File: src/rtl/ptmr_pkg.sv
package ptmr_pkg;
  localparam int LVL_N   = 8;
  localparam int LVL_LSB = 8;
  localparam int BIT_FLG = 7;
  localparam int BIT_IE  = 2;
  localparam int BIT_FRZ = 1;
  localparam int BIT_EN  = 0;

  typedef enum logic [1:0] {
    ADDR_CTRL = 2'd0,
    ADDR_MOD  = 2'd1,
    ADDR_LIVE = 2'd2,
    ADDR_NONE = 2'd3
  } ptmr_addr_e;

  typedef struct packed {
    logic loadCount;
    logic stepCount;
    logic writeModulus;
  } ptmr_strobe_t;
endpackage

File: src/rtl/ptmr_datapath.sv
module ptmr_datapath
  import ptmr_pkg::*;
#(
  parameter int CNT_W = 16
) (
  input  logic             clk,
  input  logic             rstN,
  input  ptmr_strobe_t     strobe,
  input  logic [CNT_W-1:0] wrData,
  output logic [CNT_W-1:0] count,
  output logic [CNT_W-1:0] modulus,
  output logic             wrapEvt
);
  logic countIsZero;
  assign countIsZero = (count == '0);
  assign wrapEvt = strobe.stepCount && !strobe.loadCount && countIsZero;

  always_ff @(posedge clk) begin
    if (!rstN) begin
      modulus <= '0;
    end else if (strobe.writeModulus) begin
      modulus <= wrData;
    end
  end

  always_ff @(posedge clk) begin
    if (!rstN) begin
      count <= '0;
    end else if (strobe.loadCount) begin
      count <= modulus;
    end else if (strobe.stepCount) begin
      if (countIsZero) count <= modulus;
      else             count <= count - 1'b1;
    end
  end

  assert_hold_R4: assert property (@(posedge clk) disable iff (!rstN)
    (!strobe.loadCount && !strobe.stepCount) |=> $stable(count));

  assert_step_down_R4: assert property (@(posedge clk) disable iff (!rstN)
    (strobe.stepCount && !strobe.loadCount && !countIsZero) |=>
      (count == CNT_W'($past(count) - 1'b1)));

  assert_reload_R5: assert property (@(posedge clk) disable iff (!rstN)
    wrapEvt |=> (count == $past(modulus)));
endmodule

File: src/rtl/ptmr_ctrl.sv
module ptmr_ctrl
  import ptmr_pkg::*;
#(
  parameter int DATA_W = 16
) (
  input  logic              clk,
  input  logic              rstN,
  input  logic              tick,
  input  logic              freezeIn,
  input  logic [1:0]        regAddr,
  input  logic              regWrEn,
  input  logic [DATA_W-1:0] wrData,
  input  logic              wrapEvt,
  output ptmr_strobe_t      strobe,
  output logic [DATA_W-1:0] ctrlWord,
  output logic [LVL_N-1:0]  irqReq
);
  logic [LVL_N-1:0] levelQ;
  logic flagQ, ieQ, frzQ, enQ;
  logic wrCtrl, wrMod, clrReq;
  logic unusedReserved;

  assign unusedReserved = ^wrData[BIT_FLG-1:BIT_IE+1];
  assign wrCtrl = regWrEn && (ptmr_addr_e'(regAddr) == ADDR_CTRL);
  assign wrMod  = regWrEn && (ptmr_addr_e'(regAddr) == ADDR_MOD);
  assign clrReq = wrCtrl && wrData[BIT_FLG];

  always_comb begin
    strobe.loadCount    = wrCtrl && wrData[BIT_EN] && !enQ;
    strobe.stepCount    = tick && enQ && !(frzQ && freezeIn);
    strobe.writeModulus = wrMod;
  end

  always_ff @(posedge clk) begin
    if (!rstN) begin
      levelQ <= '0;
      ieQ    <= 1'b0;
      frzQ   <= 1'b0;
      enQ    <= 1'b0;
    end else if (wrCtrl) begin
      levelQ <= wrData[LVL_LSB +: LVL_N];
      ieQ    <= wrData[BIT_IE];
      frzQ   <= wrData[BIT_FRZ];
      enQ    <= wrData[BIT_EN];
    end
  end

  always_ff @(posedge clk) begin
    if (!rstN)       flagQ <= 1'b0;
    else if (wrapEvt) flagQ <= 1'b1;
    else if (clrReq)  flagQ <= 1'b0;
  end

  always_comb begin
    ctrlWord = '0;
    ctrlWord[LVL_LSB +: LVL_N] = levelQ;
    ctrlWord[BIT_FLG] = flagQ;
    ctrlWord[BIT_IE]  = ieQ;
    ctrlWord[BIT_FRZ] = frzQ;
    ctrlWord[BIT_EN]  = enQ;
  end

  assign irqReq = levelQ & {LVL_N{flagQ && ieQ}};

  assert_flag_set_R5: assert property (@(posedge clk) disable iff (!rstN)
    wrapEvt |=> flagQ);

  assert_flag_sticky_R6: assert property (@(posedge clk) disable iff (!rstN)
    (flagQ && !clrReq) |=> flagQ);

  assert_no_step_off_R3: assert property (@(posedge clk) disable iff (!rstN)
    !enQ |-> !strobe.stepCount);
endmodule

File: src/rtl/periodic_timer.sv
module periodic_timer
  import ptmr_pkg::*;
#(
  parameter int CNT_W = 16
) (
  input  logic               clk,
  input  logic               rstN,
  input  logic               tick,
  input  logic               freezeIn,
  input  logic [1:0]         regAddr,
  input  logic               regWrEn,
  input  logic [CNT_W-1:0]   regWrData,
  output logic [2*CNT_W-1:0] regRdData,
  output logic [LVL_N-1:0]   irqReq
);
  ptmr_strobe_t strobe;
  logic [CNT_W-1:0] count, modulus, ctrlWord;
  logic wrapEvt;

  ptmr_ctrl #(.DATA_W(CNT_W)) u_ctrl (
    .clk(clk), .rstN(rstN), .tick(tick), .freezeIn(freezeIn),
    .regAddr(regAddr), .regWrEn(regWrEn), .wrData(regWrData),
    .wrapEvt(wrapEvt), .strobe(strobe), .ctrlWord(ctrlWord), .irqReq(irqReq)
  );

  ptmr_datapath #(.CNT_W(CNT_W)) u_dp (
    .clk(clk), .rstN(rstN), .strobe(strobe), .wrData(regWrData),
    .count(count), .modulus(modulus), .wrapEvt(wrapEvt)
  );

  always_comb begin
    unique case (ptmr_addr_e'(regAddr))
      ADDR_CTRL: regRdData = {{CNT_W{1'b0}}, ctrlWord};
      ADDR_MOD:  regRdData = {{CNT_W{1'b0}}, modulus};
      ADDR_LIVE: regRdData = {count, {CNT_W{1'b0}}};
      default:   regRdData = '0;
    endcase
  end

  assert_live_low_zero_R9: assert property (@(posedge clk) disable iff (!rstN)
    (ptmr_addr_e'(regAddr) == ADDR_LIVE) |-> (regRdData[CNT_W-1:0] == '0));
endmodule

File: config.mk
export PLATFORM = sky130hd
export DESIGN_NAME = periodic_timer
export DESIGN_NICKNAME = d
export VERILOG_FILES = /design/src/rtl/ptmr_pkg.sv /design/src/rtl/ptmr_datapath.sv /design/src/rtl/ptmr_ctrl.sv /design/src/rtl/periodic_timer.sv
export SDC_FILE = /design/constraint.sdc
export NUM_CORES = 1
export LEC_CHECK = 0
export ABC_AREA = 1
export BUFFER_PORTS_ARGS = -buffer_cell sky130_fd_sc_hd__buf_2
export CORE_AREA = 8 8 74 76
export CTS_BUF_LIST = sky130_fd_sc_hd__clkbuf_4 sky130_fd_sc_hd__clkbuf_8
export CTS_CLUSTER_DIAMETER = 200
export DETAILED_ROUTE_END_ITERATION = 8
export DIE_AREA = 0 0 82 84
export PLACE_DENSITY = 0.82
export SYNTH_ARGS = -nofsm -noshare
export SYNTH_HDL_FRONTEND = slang
export SYNTH_SLANG_ARGS = --single-unit
File: constraint.sdc
create_clock -name clk -period 4.9 [get_ports clk]
set_clock_uncertainty 0.15 [all_clocks]
set_input_delay 0 -clock clk [delete_from_list [all_inputs] [get_ports clk]]
set_output_delay 0 -clock clk [all_outputs]
set_load 0.02 [all_outputs]
Word-level counts from Yosys, hierarchy flattened

Index checks and enable logic that the tools add are counted.

Word-level logic and storage cells: 35
Memories kept: 0
RAM bits: 0
Bits in read-only memories: 0
Latch bits: 0
Flip-flop bits (word level): 44

Reductions and logical operators: 18
Bitwise logic cells: 1
Divide/modulo/power cells: 0
Add/sub/neg operators: 1
Equality and inequality tests: 2
Multiplexer cells: 6
Shift-type cells: 0
$lt $le $gt $ge: 0
Multiply operators: 0

Operator list:

| cell                                                                 | number |
|---|---|
| 32-bit case mux with 3 select lines                                  | 1 |
| 16-bit two-way mux                                                   | 3 |
| 16-bit logical NOT                                                   | 1 |
| 16-bit by 1-bit subtractor with 16-bit output, second input constant | 1 |
| 1-bit logical AND                                                    | 11 |
| 8-bit bitwise AND                                                    | 1 |
| 2-bit nonzero test                                                   | 2 |
| 1-bit logical NOT                                                    | 3 |
| 2-bit by 1-bit == test with 1-bit output, second input constant      | 1 |
| 2-bit == test, second input constant                                 | 1 |
| 2-bit logical NOT                                                    | 1 |
| 1-bit two-way mux                                                    | 2 |

Longest topological paths before layout

Gate-level depths: netlist (run 1).

Depth in word-level cells: 8
Depth in mapped cells: 11

Hierarchy

A second synthesis (run 1) with hierarchy kept.

Cells, all modules: 456
Area, all modules: 2776.4 sq um

By module, submodules not included:

| module         | cells an instance | area each (sq um) | sequential area each (sq um) | instances |
|---|---|---|---|---|
| ptmr_datapath  | 280               | 1793.0            | 640.6                        | 1 |
| ptmr_ctrl      | 87                | 598.1             | 240.2                        | 1 |
| periodic_timer | 89                | 385.4             | 0.0                          | 1 |

Least setup slack after synthesis (run 1)

No wires, ideal clock.

Kind: reg-to-reg
Start: register u_dp.count[0]
End: register u_dp.count[4]
Data required time: 4618 ps
Data arrival time: 1272 ps
Setup time: 132 ps
Period minus slack after synthesis: 1555 ps
Setup slack: 3345 ps
Stages on the path, launching flop included: 12
Cell sequence: dfxtp_1 inv_1 ha_1 nand2_1 nor2_1 nand2_2 nand2_2 buf_6 buf_8 nand2_1 nand3_1 a21oi_1

Longest elaborated chain between the ends: 4

RTL lines:

| item                                                                                       | line                                     | source |
|---|---|---|
| start, declared                                                                            | ptmr_datapath.sv:10                      | `output logic [CNT_W-1:0] count,` |
| start signal, assigned                                                                     | ptmr_datapath.sv:30                      | `count <= modulus;` |
| start signal, assigned                                                                     | ptmr_datapath.sv:32                      | `if (countIsZero) count <= modulus;` |
| start signal, assigned                                                                     | ptmr_datapath.sv:33                      | `else count <= count - 1'b1;` |
| 16-bit by 1-bit subtractor with 16-bit output / 16-bit logical NOT (equally long branches) | ptmr_datapath.sv:33, ptmr_datapath.sv:15 |  |
| 16-bit two-way mux *                                                                       | ptmr_datapath.sv:32                      |  |
| 16-bit two-way mux *                                                                       | ptmr_datapath.sv:31                      | `end else if (strobe.stepCount) begin` |
| 16-bit two-way mux *                                                                       | ptmr_datapath.sv:29                      | `end else if (strobe.loadCount) begin` |

Every way passes the cells marked *; elsewhere a longest branch is shown, timed or not. The select of a mux whose other input is x is not followed.
A chain may end at the register's enable or synchronous reset.

Worst setup path after layout (run 1)

Start: register u_dp.count[0]
End: register u_ctrl.flagQ

Longest elaborated chain between the ends: 3

RTL lines:

| item                                                           | line                | source |
|---|---|---|
| 16-bit logical NOT *                                           | ptmr_datapath.sv:15 | `assign countIsZero = (count == '0);` |
| 1-bit logical AND *                                            | ptmr_datapath.sv:16 | `assign wrapEvt = strobe.stepCount && !strobe.loadCount && countIsZero;` |
| 1-bit two-way mux / 2-bit nonzero test (equally long branches) | n/a                 |  |
| end signal, assigned                                           | ptmr_ctrl.sv:49     | `if (!rstN) flagQ <= 1'b0;` |
| end signal, assigned                                           | ptmr_ctrl.sv:50     | `else if (wrapEvt) flagQ <= 1'b1;` |
| end signal, assigned                                           | ptmr_ctrl.sv:51     | `else if (clrReq) flagQ <= 1'b0;` |
| end, declared                                                  | ptmr_ctrl.sv:19     | `logic flagQ, ieQ, frzQ, enQ;` |

Every way passes the cells marked *; elsewhere a longest branch is shown, timed or not.

==> reports/metrics.yaml, run 1 <==
outcome:
  status: "finished, final reports clean"
logic_synthesis:
  yosysWarnings: 0
  yosys_register_bits: 44
  synth_xor_area_share_pct: 0.7224
  synth_fa_ha_area_share_pct: 1.032
  muxShareOfSynthArea_pct: 0
  synthesis.area_mm2: 0.002425
  yosysSeqAreaShare_pct: 36.33
  synthSimpleGateAreaFrac_pct: 28.69
  synth_top_family_by_area: "simple AND/OR/NAND/NOR gates"
  synth-compound-area-share_pct: 20.90
  synth.avg_cell_area_um2: 6.331
  syn_nets: 408
  synth.distinct_cells: 23
  syn_inst: 383
route:
  dr.pass1.iters: 5
  via_per_inst: 5.406
  drtIter0Drc: 251
  drcViolationCount: 0
  dr_total_vias: 2746
  ant_nets: 0
  post_drt_wl_per_cell_um: 13.84
  totalWireLength_mm: 7.033
power_and_ir_drop:
  vdd_drop_max_mv: 0.2036
  p_leak_nw: 1.412
  power_density_mw_per_mm2: 321.2
layout:
  syn2layout_area_growth_pct: 24.51
  drive_above_1_share_pct: 18.20
  diodes: 0
  post-route-util_pct: 70.80
  multi_input_area_mm2: 0.001245
  regArea_um2: 880.8
  layout_commonest_cell: "nand2_1"
  final_cell_mix: "nand2_1, buf_2, nor2_1, inv_1, a21oi_1"
  final_cells: 508
  fin_area_mm2: 0.003019
  nFillCells: 375
  fin_nets: 480
placed_design:
  io_buffers: 62
  placed_cell_area_mm2: 0.002708
  gp_congestion: 0.9128
  dp_hpwl_mm: 4.762
  dp_cells: 481
floorplan:
  die-height_um: 84
  die_x_um: 82
  io_pins: 63
  start_util_pct: 56.87
  rows: 24
  core_area_mm2: 0.004264
  die-area_mm2: 0.006888
global_routing:
  antenna_found_initial: 0
  grt_overflow_total: 0
  grt_use_total_pct: 20.67
  grt_max_degree: 33
  grt_pass1_vias: 2667
  grt_pass1_wl_mm: 11.69
clock_network:
  cts_tree: "built"
  clk_latency_ns: 0.31
  clk_pin_slew_ns: 0.09
  cts_buffers: 5
  cts.sinks: 44
  clockBufferDepth: 2
  postCtsSetupRepairBufs: 0
  root_buffer: "clkbuf_8"
  htree_num_levels: 2
sta:
  min_period_ns: 2.138
  relSlewSlack_pct: 38.08
  slew_viol_final: 0
  setup_viol: 0
  rsz0062_at_grt: "no"
  fin_tns_setup_ns: 0
  period_share_pct: 43.63
  clock.fmax_mhz: 467.8
  hold_viol_final: 0
  worstMarginPinSlew_ns: 0.9265
worst_setup_path:
  worstSetupStartpoint: "u_dp.count[0]$_SDFFE_PN0P_"
  worstPathMaxFanout: 6
  rrSetupSlack_ns: 2.76
  reg2reg_depth: 8
  r2r_end: "u_ctrl.flagQ$_SDFFE_PN0P_"
  critPathRequiredTime_ns: 5.00
  worstSetupStartpointType: "flop"
  crit_chain: "inv_1 -> ha_1 -> nand2_1 -> nor2_1 -> nand2_2 -> or2_2 -> a21oi_1 -> dlygate4sd3_1"
  crit_slowest_cell: "dlygate4sd3_1"
  crit_end: "u_ctrl.flagQ$_SDFFE_PN0P_"
  crit_path_end_kind: "flop"
  cp.arrival_ns: 2.24
  path_class: "flop to flop"
  rr_startpoint: "u_dp.count[0]$_SDFFE_PN0P_"
  slowest_delay_ns: 0.57
flow_run:
  maxCapViolCount: 0
min_path:
  hp-class: "input port to flop"
## stage by stage
step	total power [mW]	hold slack (ns)	setup WS [ns]
floorplan	0.6257	0.01431	3.346
global placement	0.6536	0.1202	3.057
detailed placement	0.6592	0.1262	2.949
CTS	0.9658	0.01040	2.804
global route	1.021	0.05335	2.677
finish	0.9696	0.01903	2.762
## critical path: cells and delay by family, from the launching register on
kind	cells	cell delay, ns
buf+inv	2	0.73
flops	1	0.32
compound gates	1	0.14
fa+ha+maj	1	0.17
simple gates	4	0.56
## synth_stat cells
| master | n | share of area (%) |
|---|---|---|
| a21oi_1 | 49 | 10 |
| buf_2 | 2 | 0.41 |
| buf_4 | 1 | 0.31 |
| buf_6 | 2 | 0.93 |
| buf_8 | 1 | 0.62 |
| clkbuf_1 | 10 | 1.5 |
| dfxtp_1 | 44 | 36 |
| ha_1 | 2 | 1.0 |
| inv_1 | 53 | 8.2 |
| inv_2 | 2 | 0.31 |
| nand2_1 | 74 | 11 |
| nand2_2 | 4 | 1.0 |
| nand3_1 | 22 | 4.5 |
| nand3_2 | 1 | 0.41 |
| nand4_1 | 3 | 0.77 |
| nor2_1 | 55 | 8.5 |
| nor2_2 | 3 | 0.77 |
| nor2_4 | 2 | 0.93 |
| o21ai_0 | 40 | 8.3 |
| o21ai_1 | 1 | 0.21 |
| o22ai_1 | 9 | 2.3 |
| or2_2 | 1 | 0.26 |
| xor2_1 | 2 | 0.72 |
## registers in the layout, indices dropped and copies added (netlist names)
name           count
u_ctrl.flagQ       1
u_ctrl.levelQ      8
u_ctrl.frzQ        1
u_ctrl.enQ         1
u_dp.modulus      16
u_dp.count        16
u_ctrl.ieQ         1
## repair_timing
action / 4_1_cts / 5_1_grt
endpoints found under the hold margin: 28 / 0
hold buffers: 19 / 0
gates resized for setup: 0 / 0
## report_power, final
group,switching (mW),internal [mW]
clock network,0.133,0.167
registers,0.0142,0.377
logic,0.185,0.0939
## layer usage
layer / global-route usage [%] / vias to the layer above / wire [um]
met4: 8.147 / 0 / 140
li1: - / 1367 / -
met5: 0 / - / 0
met3: 3.987 / 13 / 414
met2: 35.63 / 105 / 3567
met1: 23.78 / 1261 / 2911
## how the worst min path moves through the flow
stage / endpoint / depth (start not counted) / from / slack (ns)
6_report: u_ctrl.ieQ$_SDFFE_PN0N_ / 3 / rstN / 0.02
5_1_grt: u_ctrl.levelQ[0]$_SDFFE_PN0N_ / 3 / rstN / 0.05
4_1_cts: u_ctrl.ieQ$_SDFFE_PN0N_ / 3 / rstN / 0.01
3_5_place_dp: u_ctrl.frzQ$_SDFFE_PN0N_ / 3 / regWrData[1] / 0.13
3_3_place_gp: u_ctrl.frzQ$_SDFFE_PN0N_ / 3 / regWrData[1] / 0.12
2_1_floorplan: u_ctrl.enQ$_SDFFE_PN0N_ / 2 / regWrData[0] / 0.01
## cell type report
type | instances | area share [%]
sequential | 44 | 29.18
inverter | 55 | 6.838
clock inverter | 2 | 1.285
clock buffer | 6 | 2.735
multi-input combinational | 268 | 41.23
timing repair buffer | 81 | 16.58
tap | 52 | 2.155
## cell families (layout without fill, tap and decap cells)
group                      after synthesis  count (layout)
adders and majority gates                2               2
and+or+nand+nor                        165             165
DFF                                     44              44
AOI/OAI and AO/OA                       99              99
xor gates and xnor gates                 2               2
buffers and inverters                   71             144
No activity file was read; power rests on OpenSTA's default activity.
==> inputs of run 2 (changes only) <==
ABC_AREA = 0   (was 1)
CORE_AREA = 8 8 77 79   (was 8 8 74 76)
DIE_AREA = 0 0 85 87   (was 0 0 82 84)
PLACE_DENSITY = 0.76   (was 0.82)
clock period = 2.2 ns   (was 4.9 ns; I/O delays follow)
==> reports/metrics.yaml, run 2 <==
outcome:
  status: "finished, final reports clean"
clock_network:
  root_buffer: "clkbuf_8"
  cts_tree: "built"
  clockBufferDepth: 2  # unchanged
  clk_pin_slew_ns: 0.08  # about the same
  cts.sinks: 44  # unchanged
  htree_num_levels: 2  # unchanged
  clk_latency_ns: 0.30  # about the same
  cts_buffers: 5  # unchanged
logic_synthesis:
  synth.distinct_cells: 56  # +140%
  synth_edf_count: 0  # unchanged
  yosys-top-cells-count: "nand2_1, dfxtp_1, a21oi_1"
  async_flop_share_pct: 0  # unchanged
  yosys_register_bits: 44  # unchanged
  synth.avg_cell_area_um2: 7.690  # +21%
  synthTopCellsByArea: "dfxtp_1, nand2_1, a21oi_1"
  yosysMostFrequentCell: "nand2_1"
  syn_inst: 322  # -16%
  synth_ff_type: "dfxtp_1"
  synthesis.area_mm2: 0.002476  # +2.1%
  yosysWarnings: 0  # unchanged
  synth_area_leader_cell: "dfxtp_1"
  syn_nets: 347  # -15%
  yosysTopAreaCellShare_pct: 35.57  # -0.75 points
  yosysSeqAreaShare_pct: 35.57  # -0.75 points
route:
  totalWireLength_mm: 7.821  # +11%
  drcViolationCount: 0  # unchanged
  drtIter0Drc: 227  # -9.6%
  via_per_inst: 5.966  # +10%
  post_drt_wl_per_cell_um: 16.75  # +21%
  dr_total_vias: 2786  # +1.5%
  ant_nets: 0  # unchanged
  dr.pass1.iters: 5  # unchanged
layout:
  reg_top3: "u_dp.count (16), u_dp.modulus (16), u_ctrl.levelQ (8)"
  layout_commonest_cell: "nand2_1"
  post-route-util_pct: 66.26  # -4.5 points
  final_cell_mix: "nand2_1, buf_2, dfxtp_1, a21oi_1"
  drive_above_1_share_pct: 25.30  # +7.1 points
  syn2layout_area_growth_pct: 29.71
  fin_nets: 435  # -9.4%
  diodes: 0  # unchanged
power_and_ir_drop:
  p_leak_nw: 1.435  # +1.6%
  total_power_mw: 1.967  # +100%
  vdd_drop_max_mv: 0.4620  # +130%
  power_density_mw_per_mm2: 612.6  # +91%
worst_setup_path:
  crit_slowest_cell: "and4_1"
  worstSetupStartpointType: "flop"
  rrSetupSlack_ns: 0.03  # -2.73 ns
  path_delay_family: "simple AND/OR/NAND/NOR gates"
  slowest_delay_ns: 0.44  # -0.13 ns
  cp.arrival_ns: 2.17  # -0.07 ns
  critPathRequiredTime_ns: 2.20  # -2.80 ns
  cp.buffers_inverters: 1  # -1
  crit_chain: "inv_1 -> ha_1 -> nor3b_1 -> and4_1 -> nor2_4 -> o21ai_0 -> a221oi_1"
  path_class: "flop to flop"
  crit_path_end_kind: "flop"
  worstPathMaxFanout: 9  # +3
floorplan:
  die_x_um: 85  # +3.7%
  core_area_mm2: 0.004847  # +14%
  die-height_um: 87  # +3.6%
  die-area_mm2: 0.007395  # +7.4%
  io_pins: 63  # unchanged
  rows: 26  # +8.3%
  start_util_pct: 51.08  # -5.8 points
placed_design:
  dp_hpwl_mm: 5.553  # +17%
  gp_congestion: 0.9036  # -1.0%
  place_ws_ns: 0.06866  # -2.880 ns
  io_buffers: 62  # unchanged
global_routing:
  antenna_found_initial: 0  # unchanged
  grt_pass1_wl_mm: 12.44  # +6.4%
  grt_max_degree: 18  # -45%
  grt_overflow_total: 0  # unchanged
  grt_pass1_vias: 2611  # -2.1%
  grt_use_total_pct: 20.71  # +0.039 points
sta:
  worstMarginPinSlew_ns: 0.7379  # -0.1886 ns
  fin_ws_ns: 0.03444  # -2.728 ns
  setup_viol: 0  # unchanged
  holdWs_ns: 0.01108  # -0.007947 ns
  slew_viol_final: 0  # unchanged
  min_period_ns: 2.166  # +0.02772 ns
  period_share_pct: 98.43  # +55 points
  fin_tns_setup_ns: 0  # unchanged
  clock.fmax_mhz: 461.8  # -1.3%
  relSlewSlack_pct: 50.71  # +13 points
  hold_viol_final: 0  # unchanged
flow_run:
  maxCapViolCount: 0  # unchanged
min_path:
  hp-class: "input port to flop"
## run 2: changes by cell type after synthesis, sizes merged, moves of 9 or more
| cell | delta |
|---|---|
| a21oi | -12 |
| and2 | +21 |
| nand3 | -18 |
| inv | -49 |
| nand2 | -9 |
| nor2 | -41 |
| o21ai | -29 |
| mux2i | +14 |
| and3 | +9 |
## run 2: final cells by class
class	instances	area [um2]
flip-flops and latches	44	880.8
multi-input cells	253	1505
clock buffers	6	82.58
clock inverters	2	10.01
well taps	56	70.07
inverters	6	22.52
fillers	421	1635
repair buffers	100	640.6
## run 2: worst paths after layout
check / start / depth (start not counted) / end
worst max-delay path: u_dp.count[1]$_SDFFE_PN0P_ / 7 / u_dp.count[2]$_SDFFE_PN0P_
worst min-delay path: regWrEn / 4 / u_dp.modulus[3]$_SDFFE_PN0P_
worst max register to register: u_dp.count[1]$_SDFFE_PN0P_ / 7 / u_dp.count[2]$_SDFFE_PN0P_
worst min register to register: u_dp.modulus[7]$_SDFFE_PN0P_ / 2 / u_dp.modulus[7]$_SDFFE_PN0P_
## run 2: worst min-delay path: stages
cell	delay (ns)
buf_2	0.11
and2_1	0.16
nand2_1	0.08
a21oi_1	0.06
## run 2: cells by family (layout without fill, tap and decap cells)
logic type / Yosys count / count (layout) / synth area share [%]
AND/OR/NAND/NOR: 159 / 159 / 34.31
AO/OA/AOI/OAI: 78 / 78 / 19.15
flip-flops: 44 / 44 / 35.57
buffers and inverters: 25 / 114 / 4.295
multiplexers: 14 / 14 / 5.659
adder cells (fa/ha/maj): 2 / 2 / 1.010
## run 2: metrics by stage
step                      cell area, um2  cells
after global placement              2915    440
after floorplan                     2476    322
after CTS                           3188    466
final                               3212    467
after detailed placement            2915    440
after global routing                3212    467
## run 2: report_power, final
part | internal [mW] | leakage [nW] | switching [mW]
Combinational | 0.248 | 1.03 | 0.326
Sequential | 0.828 | 0.357 | 0.0380
Clock | 0.251 | 0.0510 | 0.276
Total | 1.33 | 1.43 | 0.641
## run 2: repair_timing
item                                   4_1_cts  5_1_grt
setup endpoints to repair                    0        2
gates resized for setup                      0        3
endpoints found under the hold margin       36        0
setup buffers                                0        1
hold buffers                                18        0
## run 2: layer usage
layer / GRT usage [%] / routed length (um) / up-vias
li1: - / - / 1325
met4: 10.03 / 165 / 0
met5: 0 / 0 / -
met3: 4.057 / 576 / 18
met2: 34.87 / 3716 / 153
met1: 24.60 / 3363 / 1290
==> inputs of run 3 (changes only) <==
CORE_AREA = 8 8 80 82   (was 8 8 77 79)
DIE_AREA = 0 0 88 90   (was 0 0 85 87)
PLACE_DENSITY = 0.71   (was 0.76)
==> reports/metrics.yaml, run 3 (synthesis results as in run 2) <==
outcome:
  status: "finished, final reports clean"
sta:
  period_share_pct: 94.99  # -3.4 points
  fin_tns_setup_ns: 0  # unchanged
  slew_viol_final: 0  # unchanged
  relSlewSlack_pct: 57.55  # +6.8 points
  setup_viol: 0  # unchanged
  min_period_ns: 2.090  # -0.07581 ns
  worstMarginPinSlew_ns: 0.6361  # -0.1018 ns
  holdWs_ns: 0.01847  # +0.007383 ns
  hold_viol_final: 0  # unchanged
  clock.fmax_mhz: 478.5  # +3.6%
  rsz0062_at_grt: "no"
floorplan:
  rows: 27  # +3.8%
  core_area_mm2: 0.005236  # +8.0%
  die_x_um: 88  # +3.5%
  die-area_mm2: 0.007920  # +7.1%
  start_util_pct: 47.29  # -3.8 points
  die-height_um: 90  # +3.4%
  io_pins: 63  # unchanged
route:
  dr_total_vias: 2716  # -2.5%
  totalWireLength_mm: 7.797  # -0.31%
  drtIter0Drc: 282  # +24%
  dr.pass1.iters: 7  # +2
  ant_nets: 0  # unchanged
  drcViolationCount: 0  # unchanged
  post_drt_wl_per_cell_um: 16.11  # -3.8%
  via_per_inst: 5.612  # -5.9%
clock_network:
  clockBufferDepth: 2  # unchanged
  root_buffer: "clkbuf_8"
  clk_latency_ns: 0.30  # about the same
  cts_tree: "built"
  cts.sinks: 44  # unchanged
  htree_num_levels: 2  # unchanged
  cts_buffers: 5  # unchanged
  clk_pin_slew_ns: 0.09  # about the same
  postCtsSetupRepairBufs: 0  # unchanged
worst_setup_path:
  cp.arrival_ns: 2.18  # about the same
  worstSetupStartpoint: "u_dp.count[1]$_SDFFE_PN0P_"
  rr_startpoint: "u_dp.count[1]$_SDFFE_PN0P_"
  path_delay_family: "simple AND/OR/NAND/NOR gates"
  crit_path_end_kind: "flop"
  path_class: "flop to flop"
  slowest_delay_ns: 0.48  # +0.04 ns
  critPathRequiredTime_ns: 2.29  # +0.09 ns
  reg2reg_depth: 7  # unchanged
  crit_chain: "inv_1 -> ha_1 -> nor3b_1 -> and4_2 -> or4_1 -> a21oi_1 -> o21a_1"
  worstSetupStartpointType: "flop"
  crit_slowest_cell: "or4_1"
  cp.buffers_inverters: 1  # unchanged
  crit_cells: 7  # unchanged
  worstPathMaxFanout: 7  # -2
layout:
  final_cell_mix: "nand2_1, buf_2, dfxtp_1, a21oi_1"
  syn2layout_area_growth_pct: 31.78
  reg_top3: "u_dp.count (16), u_dp.modulus (16), u_ctrl.levelQ (8)"
  diodes: 0  # unchanged
  layout_commonest_cell: "nand2_1"
  drive_above_1_share_pct: 25.73  # +0.42 points
  fin_nets: 436  # +0.23%
min_path:
  hold_depth: 4  # unchanged
  min-delay-start: "regWrEn"
  hp-class: "input port to flop"
power_and_ir_drop:
  p_leak_nw: 1.442  # +0.55%
  power_density_mw_per_mm2: 634.5  # +3.6%
  vdd_drop_max_mv: 0.3429  # -26%
placed_design:
  io_buffers: 62  # unchanged
  dp_hpwl_mm: 5.457  # -1.7%
  gp_congestion: 0.8654  # -4.2%
global_routing:
  grt_max_degree: 19  # +1
  grt_use_total_pct: 20.14  # -0.57 points
  grt_pass1_vias: 2703  # +3.5%
  antenna_found_initial: 0  # unchanged
  grt_overflow_total: 0  # unchanged
  grt_pass1_wl_mm: 13.06  # +5.0%
flow_run:
  maxCapViolCount: 0  # unchanged
-- run 3: cell types whose count changed in the layout (fill, tap and decap cells not counted), sizes merged --
cell / change
clkbuf: -1
clkinvlp: +1
bufinv: +1
dlygate4sd3: +1
clkinv: -1
-- run 3: layer usage --
| metal | wire [um] | vias up | GRT usage [%] | part of all wire, % |
|---|---|---|---|---|
| met5 | 0 | - | 0 | 0 |
| met4 | 165 | 0 | 7.604 | 2.1 |
| met3 | 593 | 18 | 4.004 | 7.6 |
| met2 | 3609 | 129 | 31.95 | 46 |
| met1 | 3429 | 1246 | 25.82 | 44 |
| li1 | - | 1323 | - | - |
-- run 3: what timing repair did --
action	CTS	global route
hold endpoints to repair	36	0
setup endpoints to repair	0	9
gates resized for setup	0	5
hold buffers	19	0
-- run 3: area by class of cell --
cell class	instances	area [um2]
inverters	6	22.52
flip-flops and latches	44	882.1
repair buffers	101	650.6
multi-input cells	253	1506
well taps	72	90.09
fillers	475	1973
clock inverters	3	42.54
clock buffers	5	68.82
-- run 3: power breakdown --
part	switching [mW]	internal [mW]	leakage, nW
clock network	0.290	0.336	0.0541
logic	0.329	0.253	1.03
registers	0.0346	0.828	0.358
-- run 3: path summary, 6_finish.rpt --
path	to	slack (ns)
worst min register to register	u_ctrl.levelQ[7]$_SDFFE_PN0N_	0.33
worst max-delay path	u_dp.count[12]$_SDFFE_PN0P_	0.11
worst min-delay path	u_dp.modulus[6]$_SDFFE_PN0P_	0.02
worst max register to register	u_dp.count[12]$_SDFFE_PN0P_	0.11
-- run 3: per-stage QoR --
| step | instances | total power, mW | utilization (%) | instance area (um2) | worst slack (ns) |
|---|---|---|---|---|---|
| after floorplan | 322 | 1.225 | - | 2476 | 0.2012 |
| after global placement | 457 | 1.409 | 56.20 | 2943 | 0.1532 |
| after detailed placement | 457 | 1.413 | 56.20 | 2943 | 0.03376 |
| after CTS | 484 | 2.058 | 61.96 | 3244 | 0.002779 |
| after global routing | 484 | 2.170 | 62.32 | 3263 | 0.006221 |
| final | 484 | 2.070 | 62.32 | 3263 | 0.1103 |
-- run 3: tightest hold or removal path, cell delays in order --
cell,delay (ns)
buf_2,0.11
and2_1,0.17
nand2_1,0.07
a21oi_1,0.07
